==> config.mk <==
export PLATFORM = sky130hd
export DESIGN_NAME = adc_trig_seq
export DESIGN_NICKNAME = d
export VERILOG_FILES = /design/src/rtl/adc_seq_pkg.sv /design/src/rtl/adc_trig_qual.sv /design/src/rtl/adc_tick_cnt.sv /design/src/rtl/adc_seq_ctrl.sv /design/src/rtl/adc_result_reg.sv /design/src/rtl/adc_trig_seq.sv
export SDC_FILE = /design/constraint.sdc
export NUM_CORES = 1
export LEC_CHECK = 0
export BUFFER_PORTS_ARGS = -buffer_cell sky130_fd_sc_hd__clkbuf_2
export CAP_MARGIN = 20
export CORE_UTILIZATION = 48
export DETAILED_ROUTE_END_ITERATION = 7
export PLACE_DENSITY_LB_ADDON = 0.3
export SYNTH_ARGS = -nofsm -noshare
export SYNTH_HDL_FRONTEND = slang
export SYNTH_SLANG_ARGS = --single-unit
==> constraint.sdc <==
create_clock -name clk_i -period 2.05 [get_ports clk_i]
set_input_delay 0.205 -clock clk_i [delete_from_list [all_inputs] [get_ports clk_i]]
set_output_delay 0.205 -clock clk_i [all_outputs]
set_load 0.03 [all_outputs]
==> src/rtl/adc_seq_pkg.sv <==
package adc_seq_pkg;
  typedef enum logic [1:0] {ST_IDLE, ST_ACQ, ST_HOLD, ST_CONV} seq_state_e;

  localparam int ACQ_MAX = 20;
  localparam logic [3:0] CMP_TRIG_MODE = 4'b1011;

  // index of each qualified request inside the request vector
  localparam int SRC_CMP = 0;
  localparam int SRC_CTM = 1;
  localparam int SRC_TMR = 2;
  localparam int SRC_RTC = 3;
  localparam int N_SRC   = 4;

  function automatic int unsigned acq_ticks(input logic [2:0] code);
    case (code)
      3'd1:    return 2;
      3'd2:    return 4;
      3'd3:    return 6;
      3'd4:    return 8;
      3'd5:    return 12;
      3'd6:    return 16;
      3'd7:    return ACQ_MAX;
      default: return 0;
    endcase
  endfunction
endpackage

==> src/rtl/adc_trig_qual.sv <==
module adc_trig_qual
  import adc_seq_pkg::*;
#(
  parameter logic [3:0] CMP_MODE = CMP_TRIG_MODE
) (
  input  logic       clk_i,
  input  logic       rst_ni,
  input  logic       cmp_evt_i,
  input  logic [3:0] cmp_mode_i,
  input  logic       ctm_evt_i,
  input  logic       ctm_trig_en_i,
  input  logic       tmr_evt_i,
  input  logic       rtc_evt_i,
  output logic       hw_req_o,
  output logic       timer_clr_o
);
  logic [N_SRC-1:0] req_vec;
  logic             cmp_ok;

  assign cmp_ok           = cmp_evt_i && (cmp_mode_i == CMP_MODE);
  assign req_vec[SRC_CMP] = cmp_ok;
  assign req_vec[SRC_CTM] = ctm_evt_i && ctm_trig_en_i;
  assign req_vec[SRC_TMR] = tmr_evt_i;
  assign req_vec[SRC_RTC] = rtc_evt_i;
  assign hw_req_o         = |req_vec;

  // timer clear is independent of module enable
  always_ff @(posedge clk_i or negedge rst_ni) begin
    if (!rst_ni) timer_clr_o <= 1'b0;
    else         timer_clr_o <= cmp_ok;
  end

  a_r5_clr_follows_cmp: assert property (@(posedge clk_i) disable iff (!rst_ni)
    (cmp_evt_i && cmp_mode_i == CMP_MODE) |=> timer_clr_o);
  a_r5_clr_needs_mode: assert property (@(posedge clk_i) disable iff (!rst_ni)
    (cmp_mode_i != CMP_MODE) |=> !timer_clr_o);
endmodule

==> src/rtl/adc_tick_cnt.sv <==
module adc_tick_cnt #(
  parameter int CNT_W = 5
) (
  input  logic             clk_i,
  input  logic             rst_ni,
  input  logic             load_i,
  input  logic [CNT_W-1:0] load_val_i,
  input  logic             ce_i,
  output logic             last_o
);
  logic [CNT_W-1:0] cnt_q;

  assign last_o = ce_i && (cnt_q == CNT_W'(1));

  always_ff @(posedge clk_i or negedge rst_ni) begin
    if (!rst_ni)                          cnt_q <= '0;
    else if (load_i)                      cnt_q <= load_val_i;
    else if (ce_i && cnt_q != '0)         cnt_q <= cnt_q - CNT_W'(1);
  end

  a_r6_no_underflow: assert property (@(posedge clk_i) disable iff (!rst_ni)
    (!load_i && ce_i && cnt_q != '0) |=> cnt_q == $past(cnt_q) - CNT_W'(1));
endmodule

==> src/rtl/adc_seq_ctrl.sv <==
module adc_seq_ctrl
  import adc_seq_pkg::*;
#(
  parameter int CNT_W      = 5,
  parameter int CONV_TICKS = 13
) (
  input  logic             clk_i,
  input  logic             rst_ni,
  input  logic             en_i,
  input  logic             start_req_i,
  input  logic [2:0]       acq_code_i,
  input  logic             conv_ce_i,
  input  logic             instr_ce_i,
  input  logic             cnt_last_i,
  output logic             cnt_load_o,
  output logic [CNT_W-1:0] cnt_val_o,
  output logic             cnt_ce_o,
  output logic             cap_o,
  output logic             busy_o,
  output logic             done_o
);
  seq_state_e state_q, state_d;
  logic       start, abort;

  assign busy_o   = (state_q != ST_IDLE);
  assign start    = (state_q == ST_IDLE) && en_i && start_req_i;
  assign abort    = busy_o && !en_i;
  assign cnt_ce_o = conv_ce_i && (state_q == ST_ACQ || state_q == ST_CONV);

  always_comb begin
    state_d    = state_q;
    cnt_load_o = 1'b0;
    cnt_val_o  = CNT_W'(CONV_TICKS);
    cap_o      = 1'b0;
    if (abort) begin
      state_d = ST_IDLE;
    end else begin
      case (state_q)
        ST_IDLE: if (start) begin
          if (acq_code_i == 3'b000) begin
            state_d = ST_HOLD;
          end else begin
            state_d    = ST_ACQ;
            cnt_load_o = 1'b1;
            cnt_val_o  = CNT_W'(acq_ticks(acq_code_i));
          end
        end
        ST_ACQ: if (cnt_last_i) begin
          state_d    = ST_CONV;
          cnt_load_o = 1'b1;
        end
        ST_HOLD: if (instr_ce_i) begin
          state_d    = ST_CONV;
          cnt_load_o = 1'b1;
        end
        ST_CONV: if (cnt_last_i) begin
          state_d = ST_IDLE;
          cap_o   = 1'b1;
        end
        default: state_d = ST_IDLE;
      endcase
    end
  end

  always_ff @(posedge clk_i or negedge rst_ni) begin
    if (!rst_ni) begin
      state_q <= ST_IDLE;
      done_o  <= 1'b0;
    end else begin
      state_q <= state_d;
      done_o  <= cap_o;
    end
  end

  a_r4_disabled_stays_idle: assert property (@(posedge clk_i) disable iff (!rst_ni)
    (!en_i && !busy_o) |=> !busy_o);
  a_r8_done_one_cycle: assert property (@(posedge clk_i) disable iff (!rst_ni)
    done_o |=> !done_o);
  a_r8_done_not_busy: assert property (@(posedge clk_i) disable iff (!rst_ni)
    done_o |-> !busy_o);
  a_r10_abort: assert property (@(posedge clk_i) disable iff (!rst_ni)
    (busy_o && !en_i) |=> (!busy_o && !done_o));
  a_r9_busy_holds: assert property (@(posedge clk_i) disable iff (!rst_ni)
    (busy_o && en_i && !cnt_last_i) |=> busy_o);
  a_r7_hold_waits: assert property (@(posedge clk_i) disable iff (!rst_ni)
    (state_q == ST_HOLD && en_i && !instr_ce_i) |=> state_q == ST_HOLD);
endmodule

==> src/rtl/adc_result_reg.sv <==
module adc_result_reg #(
  parameter int RES_W = 12
) (
  input  logic             clk_i,
  input  logic             rst_ni,
  input  logic             cap_i,
  input  logic [RES_W-1:0] d_i,
  output logic [RES_W-1:0] q_o
);
  always_ff @(posedge clk_i or negedge rst_ni) begin
    if (!rst_ni)    q_o <= '0;
    else if (cap_i) q_o <= d_i;
  end

  a_r10_hold_without_cap: assert property (@(posedge clk_i) disable iff (!rst_ni)
    !cap_i |=> $stable(q_o));
endmodule

==> src/rtl/adc_trig_seq.sv <==
module adc_trig_seq
  import adc_seq_pkg::*;
#(
  parameter int RES_W = 12
) (
  input  logic             clk_i,
  input  logic             rst_ni,
  input  logic             en_i,
  input  logic             conv_ce_i,
  input  logic             instr_ce_i,
  input  logic [2:0]       acq_code_i,
  input  logic             sw_start_i,
  input  logic             cmp_evt_i,
  input  logic [3:0]       cmp_mode_i,
  input  logic             ctm_evt_i,
  input  logic             ctm_trig_en_i,
  input  logic             tmr_evt_i,
  input  logic             rtc_evt_i,
  input  logic [RES_W-1:0] stub_val_i,
  output logic             busy_o,
  output logic             done_o,
  output logic             timer_clr_o,
  output logic [RES_W-1:0] result_o
);
  localparam int CONV_TICKS = RES_W + 1;
  localparam int CNT_MAX    = (CONV_TICKS > ACQ_MAX) ? CONV_TICKS : ACQ_MAX;
  localparam int CNT_W      = $clog2(CNT_MAX + 1);

  logic             hw_req, cnt_load, cnt_ce, cnt_last, cap;
  logic [CNT_W-1:0] cnt_val;

  adc_trig_qual u_qual (
    .clk_i, .rst_ni, .cmp_evt_i, .cmp_mode_i, .ctm_evt_i, .ctm_trig_en_i,
    .tmr_evt_i, .rtc_evt_i, .hw_req_o(hw_req), .timer_clr_o
  );

  adc_seq_ctrl #(.CNT_W(CNT_W), .CONV_TICKS(CONV_TICKS)) u_ctrl (
    .clk_i, .rst_ni, .en_i, .start_req_i(hw_req || sw_start_i), .acq_code_i,
    .conv_ce_i, .instr_ce_i, .cnt_last_i(cnt_last), .cnt_load_o(cnt_load),
    .cnt_val_o(cnt_val), .cnt_ce_o(cnt_ce), .cap_o(cap), .busy_o, .done_o
  );

  adc_tick_cnt #(.CNT_W(CNT_W)) u_cnt (
    .clk_i, .rst_ni, .load_i(cnt_load), .load_val_i(cnt_val), .ce_i(cnt_ce),
    .last_o(cnt_last)
  );

  adc_result_reg #(.RES_W(RES_W)) u_res (
    .clk_i, .rst_ni, .cap_i(cap), .d_i(stub_val_i), .q_o(result_o)
  );
endmodule

; ---- Word-level counts from Yosys, hierarchy flattened
; Index checks and enable logic that the tools add are counted.
[classes]
muxes = 22
n_reduce_logical = 18
n_addsub = 1
n_eq_ne = 16
[ops]
columns = op, count
row1 = $pmux 5 s7, 1
row2 = $mux 5, 6
row3 = $eq 3x3->1 const B, 4
row4 = $mux 2, 6
row5 = $ne 3x2->1 const B, 3
row6 = $logic_and 1x1->1, 8
row7 = $pmux 2 s4, 1
row8 = $mux 1, 7
row9 = $eq 3x2->1 const B, 2
row10 = $eq 5x1->1 const B, 1
row11 = $reduce_bool 5->1, 1
row12 = $sub 5x1->5 const B, 1
row13 = $eq 2x2->1 const B, 2
row14 = $eq 4x4->1 const B, 1
row15 = $reduce_and 4->1, 1
row16 = $reduce_bool 2->1, 2
row17 = $reduce_or 4->1, 1
row18 = $eq 3x1->1 const B, 1
row19 = $logic_not 3->1, 1
row20 = $ne 3x1->1 const B, 1
row21 = $pmux 1 s3, 1
row22 = $eq 2x1->1 const B, 1
row23 = $logic_not 2->1, 1
row24 = $logic_or 1x1->1, 2
row25 = $logic_not 1->1, 1
[totals]
input_bits = 30
out_inout_bits = 15
reg_bits = 21

; ---- Logic depth before layout (Yosys ltp)
; Gate-level depths: netlist of run 1.
[depth]
ltp_word = 9
depth_mapped = 7

; ---- Hierarchy
; Synthesis of run 1 repeated with hierarchy kept, for this count alone.
[unflattened]
cells_unflattened = 105
hier_area_um2 = 1226.2
[modules_own_cells]
columns = mod, seq_area_each_um2, area_each_um2, cells_per_inst, n_inst
row1 = adc_result_reg, 300.3, 484.2, 25, 1
row2 = adc_tick_cnt, 125.1, 336.6, 35, 1
row3 = adc_seq_ctrl, 75.1, 334.1, 38, 1
row4 = adc_trig_qual, 25.0, 65.1, 6, 1
row5 = adc_trig_seq, 0.0, 6.3, 1, 1

; ---- Least setup slack after synthesis of run 1
; Ideal clock, no wire load.
[synth_path]
path_kind = register to register
start = register u_ctrl.state_q[0]
end = register u_res.q_o[11]
required_time_ns = 1.925
period_less_slack_ns = 1.752
arrival_ns = 1.627
setup_slack_ns = 0.298
setup_time_ns = 0.125
n_path_buf = 1
path_stages_with_launch = 8
path_cell_list = dfrtp_1 -> inv_1 -> ha_1 -> nor2_1 -> nor2b_1 -> nand4_1 -> buf_4 -> mux2_2
[synth_via]
elab_chain_len = 7
word_cells_on_any_way = 10
cone_classes = eq/ne: 2 / mux: 3 / reduce/logical: 5
[synth_lines]
columns = element, line_no
row1 = "start, declared", adc_seq_ctrl.sv:22  ; seq_state_e state_q, state_d;
row2 = "start signal, assigned", adc_seq_ctrl.sv:70  ; state_q <= state_d;
row3 = $eq 2x1->1 or $eq 2x2->1 (tied branches), "adc_seq_ctrl.sv:28, adc_seq_ctrl.sv:38"
row4 = $logic_or 1x1->1, adc_seq_ctrl.sv:28  ; assign cnt_ce_o = conv_ce_i && (state_q == ST_ACQ || state_q == ST_CONV);
row5 = $logic_and 1x1->1, adc_seq_ctrl.sv:28
row6 = $logic_and 1x1->1, adc_tick_cnt.sv:13  ; assign last_o = ce_i && (cnt_q == CNT_W'(1));
row7 = $mux 1, adc_seq_ctrl.sv:56  ; ST_CONV: if (cnt_last_i) begin
row8 = $mux 1, adc_seq_ctrl.sv:38  ; case (state_q)
row9 = $mux 1 *, adc_seq_ctrl.sv:35  ; if (abort) begin
row10 = "end signal, assigned", adc_result_reg.sv:12  ; else if (cap_i) q_o <= d_i;
row11 = "end, declared", adc_result_reg.sv:8  ; output logic [RES_W-1:0] q_o
; Every way passes the cells marked *; elsewhere a longest branch is shown, timed or not.
; A chain may end at the register's enable or synchronous reset.

; ---- Worst setup path after layout of run 1
[layout_path]
start = register u_ctrl.state_q[0]
end = register u_ctrl.state_q[0]
[layout_via]
elab_chain_len = 6
word_cells_on_any_way = 18
cone_classes = eq/ne: 7 / mux: 2 / reduce/logical: 9
[layout_lines]
columns = element, line_no
row1 = $eq 2x1->1 or $eq 2x2->1 (tied branches), "adc_seq_ctrl.sv:28, adc_seq_ctrl.sv:38"
row2 = $logic_or 1x1->1, adc_seq_ctrl.sv:28
row3 = $logic_and 1x1->1, adc_seq_ctrl.sv:28
row4 = $logic_and 1x1->1, adc_tick_cnt.sv:13
row5 = $ne 3x2->1 (no line), --
row6 = $reduce_and 4->1 (no line), --
; Parallel ways exist; a longest one is shown, timed or not.

==> results by stage, run 1 <==
Outcome:
- The flow ran to the end, and the final reports show no timing, DRC or antenna violations.

Route:
- The DRC violation count after routing is 0.
- The total via count after detailed routing is slightly below 1,000.
- Routed signal wires occupy layers up through met4.
- The met1 wire length is ~920 microns.
- Summed over all nets, wire length on met3 after detailed routing comes to 134 microns.
- The iteration count of the initial detailed-routing pass is 4.
- The count of antenna-violating nets left after detailed routing is 0.
- The post-detailed-route wirelength per cell is between 10 and 15 microns.
- After the first detailed-routing iteration, the DRC count stood at 10.
- In the routed layout, each cell is associated on average with a via count of roughly 5.4.
- The overall routed net length is approximately 2400 microns.
- Detailed routing placed a total of 1277 microns of wire on met2.

STA:
- Setup repair after global routing left no endpoint under its margin.
- The worst slew margin relative to its limit is 66.03%.
- The tightest hold path in the finished design has a slack of 127.6 ps.
- The total setup violations reported at the end of the flow is 0.
- The worst clock skew on the final layout is 9.297 ps.
- The clock period could shrink to 1899 ps.
- The timing-limited maximum frequency is 0.5267 GHz.
- The number of slew-limit violations in the final report is 0.
- The count of endpoints failing hold in the final timing report is 0.
- Summed over all failing endpoints, the final setup total negative slack is 0 ps.
- In the finished design, the share of the clock period the worst path needs comes to 92.61%.
- The final worst slack is 151.4 ps.
- The transition time of the tightest slew-check pin is 509.5 ps.

Die:
- The starting density of the core is 52.56%.
- The floorplan step defined a die boundary enclosing ~0.0027 sq mm.
- The chip width is 52.16 microns.
- The boundary pin count is 45.
- The total number of placement rows is 17.
- The placeable core area is 0.002297 sq mm.
- The die is 52.16 microns tall.

Pwr:
- Of the total power, the share spent switching nets is 39.68%.
- The internal power of the cells totals 869.9 uW.
- The clock share of power is a little over an eighth.
- The combinational power share is 48.9%.
- Summed over all nets, the switching power comes to 572.1 uW.
- The sum of internal, switching and leakage power is approximately 1.4 mW.
- The power per cell area is between 900 and 1000 mW/mm^2.
- The maximum ir drop on the vdd rail is about 0.00078 V.
- Registers are responsible for a little under two fifths of the overall power.
- For this design the static power due to leakage is 0.8084 nW.

Cells and area:
- The final design utilization is 66.07%.
- The antenna diode instance count is 0.
- The growth of design area from synthesis to finish is 25.70%.
- In the final design database the tool counted 193 nets.
- Cells with a size suffix above 1 make up 45.45% of the layout.

Critical path:
- Data on the critical path arrives at its endpoint at ~2200 ps.
- For this design, the slowest cell found on the critical path is a2111oi_0.
- In this run the critical register-to-register path is captured at u_ctrl.state_q[0].
- The endpoint required time on the critical path is 2300 ps.
- The startpoint of the worst setup timing path is u_ctrl.state_q[0].
- Of all nets on the critical path, the largest fanout is 6.
- The peak per-stage delay on the critical path is 500 ps.
- The setup check on the worst reg-to-reg path leaves a slack of 150 ps.
- For the worst flop-to-flop path, the logic depth is 6.
- The critical setup path kind is register to register.
- The family of cells with the greatest summed delay on the critical path is compound AO/OA/AOI/OAI gates.
- The worst register-to-register path begins at u_ctrl.state_q[0].
- The signal on the critical path passes through ha_1 -> nor2_1 -> a21o_1 -> o221ai_1 -> a2111oi_0 -> a22o_1.
- The kind of end point of the critical path is a register.
- The startpoint class of the critical path is a register.
- Counting both buffers and inverters, the worst setup path holds a total of 0.

CTS:
- Buffers inserted during clock tree synthesis total 3.
- The CTS tree is built.
- The count of buffers added by post-CTS timing repair for setup is 0.
- The clock root buffer is clkbuf_4.
- In this run the number of H-tree levels came out at 1.
- The later-pin clock latency in the skew report is approximately 300 ps.
- CTS saw 21 sinks.
- The longest clock path from root to sink contains 2 buffers.
- Clock-pin slew was measured on the worst setup and hold paths at between 100 and 150 ps.

GRT:
- The final global-route overflow total is 0.
- The initial antenna violation count was 0.
- The first global-routing pass estimated 3946 microns of wire.
- The via count of the first global-routing pass was 1,009.
- Entering global routing, the biggest net connects 22 pins.
- The global-route usage over all layers is roughly a fifth.

Hold path:
- Along the worst hold path, the cell count comes to 2.
- The startpoint identified for the worst hold timing path is stub_val_i[0].
- The worst hold path terminates at u_res.q_o[0].
- The class of the worst hold path is input port to register.

Logic synthesis:
- The count of warnings emitted by yosys is 0.
- The number of nets in the synthesized netlist is between 100 and 150.
- After synthesis, the cell types taking the most area are dfrtp_1 44%, mux2_2 12%, ha_1 8.3%, mux2i_1 4.1%, nor2_1 2.8%.
- The primary flip-flop cell chosen by synthesis mapping is dfrtp_1.
- The share of Yosys cell area claimed by the top area cell type is 43.52%.
- After synthesis the cells add up to 0.001207 sq mm.
- After synthesis, the netlist uses 29 different library cells.
- The share of the yosys chip area belonging to registers is 43.52%.
- The most frequently used cell type in the post-synthesis netlist is dfrtp_1.
- The average instance in the mapped netlist occupies 11.72 sq um.
- Ranked by instance count, the synthesized netlist is headed by 21 x dfrtp_1, 13 x mux2_2, 9 x nor2_1.
- The biggest area contributor in the post-synthesis netlist is dfrtp_1.
- After synthesis the netlist holds a flip-flop and latch count of 21.
- The count of flip-flops with a built-in enable after synthesis is 0.
- The async set-reset flop share out of synthesis is 100.0%.
- After technology mapping, the gate count stands at 103.

Placed design:
- The number of port buffers is 44.
- Routability-driven placement finished with a final weighted congestion of ~0.76.
- Once detailed placement completed, the half-perimeter wirelength came to roughly 2000 microns.
- The pre-CTS setup slack is 181.5 ps.

Run:
- The max-capacitance violation count is 0.
flip-flops by register name, indices dropped and copies added (netlist names):
register,flops
u_res.q_o,12
u_cnt.cnt_q,5
u_qual.timer_clr_o,1
u_ctrl.done_o,1
u_ctrl.state_q,2
worst max-delay path by stage:
stage	end	slack (ps)	cells after the start
after floorplan	u_res.q_o[11]	300	7
after global placement	u_ctrl.state_q[0]	250	6
after detailed placement	u_cnt.cnt_q[4]	180	6
after CTS	u_cnt.cnt_q[4]	150	6
after global routing	u_cnt.cnt_q[4]	80	6
final	u_ctrl.state_q[0]	150	6
layout make-up:
type	count	area [sq um]
Clock buffer	4	26.28
Inverter	8	30.03
Tap cell	28	35.03
Sequential cell	21	525.5
Timing Repair Buffer	48	252.7
Fill cell	179	779.5
Multi-Input combinational cell	73	648.1
what timing repair did:
item                                    4_1_cts  5_1_grt
endpoints found under the setup margin        0        1
gates resized for setup                       0        1
hold buffers                                  1        0
hold endpoints to repair                     21        0
cells by family (layout without fill, tap and decap cells):
logic type / Yosys count / after routing / share of synthesized area [%]
AO/OA/AOI/OAI: 14 / 14 / 12.33
adder cells (fa/ha/maj): 8 / 8 / 8.290
buffers and inverters: 9 / 60 / 3.109
XOR/XNOR: 4 / 4 / 2.902
flip-flops: 21 / 21 / 43.52
AND/OR/NAND/NOR: 28 / 28 / 12.33
multiplexers: 19 / 19 / 17.51
per-layer routing:
layer	vias up	track usage, %
met5	-	0
met2	45	39.96
met3	4	3.509
li1	469	-
met4	0	7.895
met1	456	20.11
cell usage in the layout, fill, tap and decap left out, drive strengths merged, types with 2 or more instances in the layout:
master / count
nor2: 9
a21oi: 2
a22o: 3
nor2b: 2
xnor2: 2
clkbuf: 48
buf: 3
mux2: 14
dfrtp: 21
nand2: 7
inv: 8
nand4: 3
nand3: 2
a2111oi: 2
xor2: 2
ha: 8
mux2i: 5
nor3: 4
power by group through the flow:
stage          Clock, mW  Sequential, mW  Combinational [mW]
3_3_place_gp           0           0.545               0.653
5_1_grt            0.216           0.557               0.770
3_5_place_dp           0           0.551               0.697
6_report           0.193           0.544               0.705
4_1_cts            0.199           0.543               0.700
2_1_floorplan          0           0.555               0.494
metrics by stage:
stage | std cells | cell area, sq um
after floorplan | 103 | 1207
after global placement | 177 | 1478
after detailed placement | 177 | 1478
after CTS | 182 | 1514
after global routing | 182 | 1518
final | 182 | 1518
(Power assumes the default switching activity.)
==> inputs of run 2 (changes only) <==
- BUFFER_PORTS_ARGS: -buffer_cell sky130_fd_sc_hd__clkbuf_2 -> not set
- CORE_UTILIZATION: 48 -> 50
- DONT_BUFFER_PORTS: not set -> 1
==> run 2 against run 1 <==
Effect of this change: final cell count shrank 25%; critical path depth is the same; critical path type unchanged; largest power group unchanged; flip-flop and latch count is the same; setup slack gained 44 ps; clock-buffer cell count is the same; routed wire length shrank 16%; combinational power shrank 13%; largest cell class unchanged; power shrank 5.5%; worst hold slack lost 91 ps; non-clock buffer count shrank 45; sequential power grew 3%.
==> results by stage, run 2 (synthesis gave the netlist of run 1 again) <==
Outcome:
- The run finished with clean final reports.

Critical path:
- STA classifies the critical path endpoint as a register.
- The maximum fanout encountered on the critical timing path is 6 (unchanged).
- The number of cells on the worst reg-to-reg path came to 6 (unchanged).
- The data arrival at the endpoint of the critical path was 2050 ps (-100 ps).
- The critical path is of the register to register type.
- The endpoint required time on the critical path is 2240 ps (-60 ps).
- STA classifies the critical path startpoint as a register.

Pwr:
- The leakage power of the design is 0.6137 nW (-24%).
- The power per cell area was 1060 mW/mm^2 (+12%).
- The maximum ir drop on the vdd rail came to 0.0006020 V (-23%).
- The sum of internal, switching and leakage power is 1.363 mW (-5.5%).

Die:
- The boundary pin count is 45 (unchanged).
- The placeable core area is 0.002255 sq mm (-1.9%).
- The chip width is 51.14 microns (-1.9%).
- The area enclosed by the die boundary is 0.002615 sq mm (-3.9%).
- The vertical extent of the die is 51.14 microns (-1.9%).
- The starting density of the core is 53.55% (+0.99 points).
- The total number of placement rows is 17 (unchanged).

Cells and area:
- The flip-flop count of the largest register after layout is 12 (unchanged).
- The antenna diode instance count came to 0 (unchanged).
- The commonest non-fill, non-tap cell in the layout is dfrtp_1.
- In the final layout, the registers with the most flip-flops are u_res.q_o x12, u_cnt.cnt_q x5, u_ctrl.state_q x2.
- The area growth from synthesis to layout is 6.528%.
- More flip-flops sit in one register than any other, and that register is u_res.q_o.
- The ratio of cells with drive above 1 in the final layout is 22.02% (-23 points).
- The number of non-filler instances in the completed layout is 137 (-25%).
- The library cells used most frequently in the layout, excluding fill and tap cells, are 21 x dfrtp_1, 13 x mux2_2, 9 x nor2_1, 8 x inv_1, 8 x ha_1.
- The number of nets at the end of the flow is 148 (-23%).

GRT:
- The via count of the first global-routing pass is 786 (-22%).
- The initial antenna violation count is 0 (unchanged).
- The final global-route overflow total is 0 (unchanged).
- The wire length of the first global-routing pass is 3236 microns (-18%).
- The pin count of the biggest net entering global routing is 22 (unchanged).
- The global-route usage over all layers was 16.81% (-3.3 points).

Placed design:
- The placer's final routability congestion estimate is 0.7496 (-1.2%).
- The detailed placer's ending HPWL is 1582 microns (-20%).
- The post-placement cell count came to 132 (-25%).
- The number of port buffers is 0 (-100%).

STA:
- The count of endpoints failing hold in the final timing report is 0 (unchanged).
- Setup repair after global routing left no endpoint under its margin.
- The part of the cycle the worst path needs came to 90.47% (-2.1 points).
- The number of slew-limit violations in the final report came to 0 (unchanged).
- The timing-limited maximum frequency is 0.5392 GHz (+2.4%).
- The transition time of the tightest slew-check pin is 907.1 ps (+397.6 ps).
- The total setup violations reported at the end of the flow is 0 (unchanged).
- The worst slew margin relative to its limit is 39.32% (-27 points).
- The worst clock skew on the final layout is 0.9752 ps (-8.322 ps).
- The minimum clock period is 1855 ps (-43.93 ps).
- The setup TNS came to 0 ps (unchanged).

Route:
- The DRC violation count after routing is 0 (unchanged).
- The average vias per placed instance is 5.774 (+7.9%).
- The count of antenna-violating nets left after detailed routing is 0 (unchanged).
- The iteration count of the initial detailed-routing pass is 3 (-1).
- The post-detailed-route wirelength per cell was 14.61 microns (+12%).
- The number of violations reported at the end of detailed-routing iteration 0 came to 14 (+4).
- The overall routed net length is 2001 microns (-16%).
- The total via count after detailed routing is 791 (-19%).

CTS:
- The CTS tree is built.
- The number of buffers created by CTS is 3 (unchanged).
- The later-pin clock latency in the skew report is 300 ps (about the same).
- The clock root buffer is clkbuf_4.
- The clock transition at the registers of the reported paths is 100 ps (about the same).
- The number of H-tree levels was 1 (unchanged).
- The total clock sinks was 21 (unchanged).
- The worst-case clock buffer depth is 2 (unchanged).
- The number of gates resized after CTS is 0 (unchanged).

Hold path:
- The number of stages on the worst hold path is 2 (unchanged).
- The class of the worst hold path is input port to register.

Run:
- The max-capacitance violation count is 0 (unchanged).
[run 2: stage by stage]
step	cell area [sq um]	util, %	setup WS [ps]	hold WS, ps
after CTS	1286	57.05	184.5	34.10
after global routing	1286	57.05	42.55	20.41
after detailed placement	1250	55.44	188.6	-90.21
after floorplan	1207	-	298.0	-90.59
after global placement	1250	55.44	266.2	-90.21
final	1286	57.05	195.4	37.02
[run 2: per-layer routing]
metal  GRT usage [%]  vias up  share of wire, %
li1                -      380                 -
met5               0        -                 0
met4           9.722        0               2.3
met2           29.61       40                49
met1           19.17      366                42
met3           2.381        5               6.7
[run 2: worst paths after layout]
check,from,endpoint,slack (ps)
worst min-delay path,cmp_mode_i[0],u_qual.timer_clr_o,40
max in group asynchronous,rst_ni,u_res.q_o[1],1030
min in group asynchronous,rst_ni,u_res.q_o[5],470
worst max-delay path,u_ctrl.state_q[1],u_cnt.cnt_q[4],200
worst min register to register,u_ctrl.state_q[0],u_ctrl.state_q[0],590
worst max register to register,u_ctrl.state_q[1],u_cnt.cnt_q[4],200
[run 2: final cells by class]
cell class / instances / area [sq um]
Tap cell: 28 / 35.03
Clock buffer: 4 / 26.28
Timing Repair Buffer: 3 / 25.02
Fill cell: 190 / 968.4
Multi-Input combinational cell: 73 / 644.4
Inverter: 8 / 30.03
Sequential cell: 21 / 525.5
[run 2: worst max-delay path: stages, from the launching register on]
cell and delay, ps:
dfrtp_1 420, ha_1 310, o21ai_0 120, a21oi_1 340, nand3_1 150, xnor2_1 140, mux2_4 260
[run 2: timing repair]
action	CTS	global route
hold endpoints to repair	21	0
buffers inserted	0	0
setup endpoints to repair	0	0
hold buffers	1	0
[run 2: report_power, final]
part | total [mW] | leakage (nW) | internal (mW) | switching [mW]
Combinational | 0.613 | 0.318 | 0.275 | 0.338
Clock | 0.191 | 0.0150 | 0.0759 | 0.115
Sequential | 0.560 | 0.281 | 0.480 | 0.0794
Total | 1.36 | 0.614 | 0.831 | 0.532
